### src/rtl/hsk_ctl_pkg.sv
package hsk_ctl_pkg;
  localparam int NIB_W  = 4;
  localparam int MODE_W = 3;

  typedef enum logic [MODE_W-1:0] {
    M_IN_FALL_CLR  = 3'd0,
    M_IN_FALL_IND  = 3'd1,
    M_IN_RISE_CLR  = 3'd2,
    M_IN_RISE_IND  = 3'd3,
    M_OUT_HANDSHK  = 3'd4,
    M_OUT_PULSE    = 3'd5,
    M_OUT_LOW      = 3'd6,
    M_OUT_HIGH     = 3'd7
  } c2_mode_e;

  function automatic logic edge_hit(input logic prev, input logic cur, input logic rising);
    return rising ? (cur & ~prev) : (~cur & prev);
  endfunction

  function automatic logic is_output_mode(input c2_mode_e m);
    return m[MODE_W-1];
  endfunction

  function automatic logic c2_rising(input c2_mode_e m);
    return m[1];
  endfunction

  function automatic logic access_clears(input c2_mode_e m);
    return ~m[MODE_W-1] & ~m[0];
  endfunction

  function automatic logic c2_next(input c2_mode_e m, input logic acc,
                                   input logic restore, input logic cur);
    case (m)
      M_OUT_HANDSHK: return acc ? 1'b0 : (restore ? 1'b1 : cur);
      M_OUT_PULSE:   return ~acc;
      M_OUT_LOW:     return 1'b0;
      default:       return 1'b1;
    endcase
  endfunction
endpackage

### src/rtl/hsk_edge_det.sv
module hsk_edge_det #(
  parameter logic PREV_INIT = 1'b0
) (
  input  logic clk,
  input  logic rst_n,
  input  logic en,
  input  logic din,
  input  logic rising,
  output logic hit
);
  import hsk_ctl_pkg::*;

  logic prev_q;

  always_ff @(posedge clk or negedge rst_n) begin
    if (!rst_n)  prev_q <= PREV_INIT;
    else if (en) prev_q <= din;
  end

  assign hit = en & edge_hit(prev_q, din, rising);
endmodule

### src/rtl/hsk_line2_drv.sv
module hsk_line2_drv
  import hsk_ctl_pkg::*;
#(
  parameter logic IDLE_LEVEL = 1'b1
) (
  input  logic     clk,
  input  logic     rst_n,
  input  logic     en,
  input  c2_mode_e mode,
  input  logic     acc,
  input  logic     restore,
  output logic     line_out,
  output logic     line_oe
);
  logic out_q, oe_q;

  always_ff @(posedge clk or negedge rst_n) begin
    if (!rst_n) begin
      out_q <= IDLE_LEVEL;
      oe_q  <= 1'b0;
    end else if (en) begin
      out_q <= c2_next(mode, acc, restore, out_q);
      oe_q  <= is_output_mode(mode);
    end
  end

  assign line_out = out_q;
  assign line_oe  = oe_q;
endmodule

### src/rtl/hsk_ctl_lines.sv
module hsk_ctl_lines
  import hsk_ctl_pkg::*;
(
  input  logic             clk,
  input  logic             rst_n,
  input  logic             clk_en,
  input  logic [NIB_W-1:0] ctl_nib,
  input  logic             c1_in,
  input  logic             c2_in,
  input  logic             data_acc,
  input  logic             alias_acc,
  input  logic             c1_clr,
  input  logic             c2_clr,
  output logic             c1_evt,
  output logic             c2_evt,
  output logic             c1_clr_req,
  output logic             c2_clr_req,
  output logic             c2_out,
  output logic             c2_oe
);
  c2_mode_e mode;
  logic     c1_hit, c2_hit, acc_en;
  logic     alias_seen;

  assign mode       = c2_mode_e'(ctl_nib[NIB_W-1:1]);
  assign acc_en     = clk_en & data_acc;
  assign alias_seen = clk_en & alias_acc;

  hsk_edge_det u_c1_det (
    .clk(clk), .rst_n(rst_n), .en(clk_en), .din(c1_in),
    .rising(ctl_nib[0]), .hit(c1_hit)
  );

  hsk_edge_det u_c2_det (
    .clk(clk), .rst_n(rst_n), .en(clk_en), .din(c2_in),
    .rising(c2_rising(mode)), .hit(c2_hit)
  );

  hsk_line2_drv u_drv (
    .clk(clk), .rst_n(rst_n), .en(clk_en), .mode(mode),
    .acc(data_acc), .restore(c1_hit),
    .line_out(c2_out), .line_oe(c2_oe)
  );

  assign c1_evt     = c1_hit;
  assign c2_evt     = c2_hit & ~is_output_mode(mode);
  assign c1_clr_req = clk_en & (data_acc | c1_clr);
  assign c2_clr_req = clk_en & (c2_clr | (data_acc & access_clears(mode)));
endmodule

### config.mk
export PLATFORM = sky130hd
export DESIGN_NAME = hsk_ctl_lines
export DESIGN_NICKNAME = d
export VERILOG_FILES = /design/src/rtl/hsk_ctl_pkg.sv /design/src/rtl/hsk_edge_det.sv /design/src/rtl/hsk_line2_drv.sv /design/src/rtl/hsk_ctl_lines.sv
export SDC_FILE = /design/constraint.sdc
export NUM_CORES = 1
export LEC_CHECK = 0
export ABC_AREA = 1
export CORE_AREA = 2 2 39 41
export DETAILED_ROUTE_END_ITERATION = 8
export DIE_AREA = 0 0 41 43
export HOLD_SLACK_MARGIN = 0.12
export PLACE_DENSITY = 0.6
export SYNTH_ARGS = -nofsm -noshare
export SYNTH_HDL_FRONTEND = slang
export SYNTH_HIERARCHICAL = 1
export SYNTH_SLANG_ARGS = --single-unit
export TNS_END_PERCENT = 50
### constraint.sdc
create_clock -name clk -period 0.9 [get_ports clk]
set_input_delay 0.27 -clock clk [delete_from_list [all_inputs] [get_ports clk]]
set_output_delay 0.27 -clock clk [all_outputs]
set_load 0.02 [all_outputs]
==> results.txt <==
Status -> finished with violations
Failing checks -> negative setup slack
DR iter-0 viols -> 1
Clock transition at path regs -> 40 ps
DP Cell Count -> 89
Final nets -> 93
CP most frequent cell -> nand2_1
Top-area cell type share of the netlist area -> 25.4%
Reg2reg setup slack -> -150 ps
IO Count -> 19
DRT antenna net count -> 0
Syn-to-layout area delta -> 101%
Initial antenna violation count -> 0
Largest net degree at the start of global routing -> 6
Actual slew at the worst max-slew pin -> 166 ps
Grt ovf -> 0
Syn Nets -> 64
Worst-path cell chain -> nor2_1 -> nand2_1 -> nand2_1 -> inv_2 -> nor2_4 -> buf_6
Final worst slack -> -430 ps
CTS max path bufs -> 2
CP peak stage delay -> 370 ps
WHS -> 231 ps
Vias/cell -> 3.78
Syn Inst Count -> 51
Critical path arrival -> 1060 ps
Port bufs -> 17
Worst skew pair latency -> 230 ps
Total CTS buffers -> 3
Finish-stage setup viols -> 7
Antenna Cells -> 0
Max VDD drop -> 0.721 mV
Power density cells -> 1140 mW/mm^2
RSZ-0062 raised after global routing -> yes
Die area -> 0.00176 mm^2
Final min period -> 1330 ps
Final Hold Viols -> 0
Max Clk Rate -> 752 MHz
Number of synthesized flops with an enable pin -> 0
Setup crit end kind -> output pin
Layout cells sized above 1 -> 45.6%
Synth Cell Area -> 295 um^2
WL final -> 742 um
Max Slew Vio Count -> 0
Number of cell rows -> 14
Global-route wire length before repair -> 1.15 mm
LEAKAGE -> 0.337 nW
Pwr Total -> 0.000680 W
Crit-path max FO -> 2
Core ar. -> 0.00138 mm^2
Flops & latches, synth -> 4
Final period util -> 148%
Setup Skew -> 3.80 ps
Fillers -> 155
H-tree lvl count -> 1
DR vias -> 359
Mean area per synthesized cell -> 5.79 um^2
Crit path max-delay family -> flip-flops
Worst Path Buf+Inv -> 2
DIE WIDTH -> 41 um
DRT Pass-1 Iters -> 2
Gr usage total -> 9.80%
Slowest cell on crit path -> dfrtp_1
Worst r2r src -> u_c1_det/prev_q$_DFFE_PN0P_
Total clock sinks -> 4
Initial Utilization -> 21.3%
Die height -> 43 um
Critical path class -> flip-flop to output pin
CTS tree -> built
Crit path depth -> 6
Hold Path Class -> primary input to async pin
Most common cell in the netlist -> inv_1
Vias in the first global route -> 324
Synth Flop Type -> dfrtp_1
Largest cells by area after synthesis -> dfrtp_1 25%, inv_1 20%, nand2_1 17%, nor2_1 14%, dfstp_2 8.9%
R2R Path End -> u_drv/line_out$_DFFE_PN1P_
Slew Limit Headroom -> 88.8%
Root Buffer -> clkbuf_4
Post-DP HPWL -> 567 um
Area leader, netlist -> dfrtp_1
Commonest cells in the synthesized netlist -> 16 x inv_1, 13 x nand2_1, 11 x nor2_1, 3 x dfrtp_1, 3 x o21ai_0
Yosys warning total -> 6
FFs w/ async S/R, synth -> 100%
Synth cell types -> 9
Worst Path Required -> 630 ps
Cell depth of the worst flop-to-flop path -> 9
Seq/Total Area, Yosys -> 34.3%
DRC Markers -> 0
CP startpoint kind -> flip-flop
WL/cell -> 7.81 um
Max Cap Viol -> 0
Non-Filler Instances -> 95
RePlAce Congestion -> 0.712
repair_timing:
action	4_1_cts	5_1_grt
setup buffers	1	1
endpoints found under the setup margin	9	7
hold endpoints to repair	0	0
pin swaps	6	3
hold buffers	0	0
resized for setup	69	7
worst reg2reg max path, cell delays in order, from the launching register on:
cell and delay [ps]:
dfrtp_1 360, inv_2 40, nor2_1 70, nand2_1 60
nand2_2 80, buf_4 100, inv_1 30, nand3_1 60
nand2_1 60, a21oi_2 120
how the worst max path moves through the flow:
stage	start	end	slack, ps
2_1_floorplan	u_c2_det/prev_q$_DFFE_PN0P_	c2_evt	-100
3_3_place_gp	clk_en	c1_evt	-1170
3_5_place_dp	clk_en	c1_evt	-1170
4_1_cts	u_c2_det/prev_q$_DFFE_PN0P_	c2_evt	-420
5_1_grt	u_c2_det/prev_q$_DFFE_PN0P_	c2_evt	-510
6_report	u_c2_det/prev_q$_DFFE_PN0P_	c2_evt	-430
cells in the final DEF (no fill, tap or decap), drive strengths merged:
cell and count:
inv 16, nand3 1, a21oi 2, buf 18, nand2 13, clkdlybuf4s50 1
o21ai 3, dlygate4sd2 5, nor2 12, dfstp 1, dfrtp 3, clkbuf 4
layout make-up:
type                       count  area (um^2)  area share, %
inverter                      16         62.6           10.5
tap                           16         20.0           3.37
timing repair buffer          24          213           35.8
multi-input combinational     31          171           28.8
sequential                     4          101           17.1
clock buffer                   4         26.3           4.42
state kept, by name, indices dropped and copies added, names as in the netlist:
signal,count
u_drv/line_out,1
u_c1_det/prev_q,1
u_drv/line_oe,1
u_c2_det/prev_q,1
logic make-up after synthesis:
family                 Yosys count  synth area share, %
and+or+nand+nor                 26                 34.3
buffers and inverters           16                 20.3
AOI/OAI and AO/OA                5                 11.0
DFF                              4                 34.3
power breakdown:
group	internal [W]	switching (W)	total, W
Combinational	0.000115	0.000111	0.000227
Clock	0.000166	0.0000735	0.000240
Sequential	0.000202	0.0000113	0.000214
Total	0.000484	0.000196	0.000680
stage by stage:
stage	utilization (%)	worst slack [ps]	setup TNS [ps]	instance area (um^2)
5_1_grt	42.9	-506	-1890	594
3_3_place_gp	38.5	-1170	-6820	533
6_report	42.9	-430	-1510	594
4_1_cts	41.2	-424	-1470	571
3_5_place_dp	38.5	-1170	-6790	533
2_1_floorplan	-	-98.9	-177	305
layer usage:
metal / track usage (%) / part of all wire (%)
met1: 10.5 / 39
met2: 15.3 / 53
met3: 2.09 / 7.1
met4: 8.00 / 0
met5: 0 / 0
No activity file was read; power rests on OpenSTA's default activity.
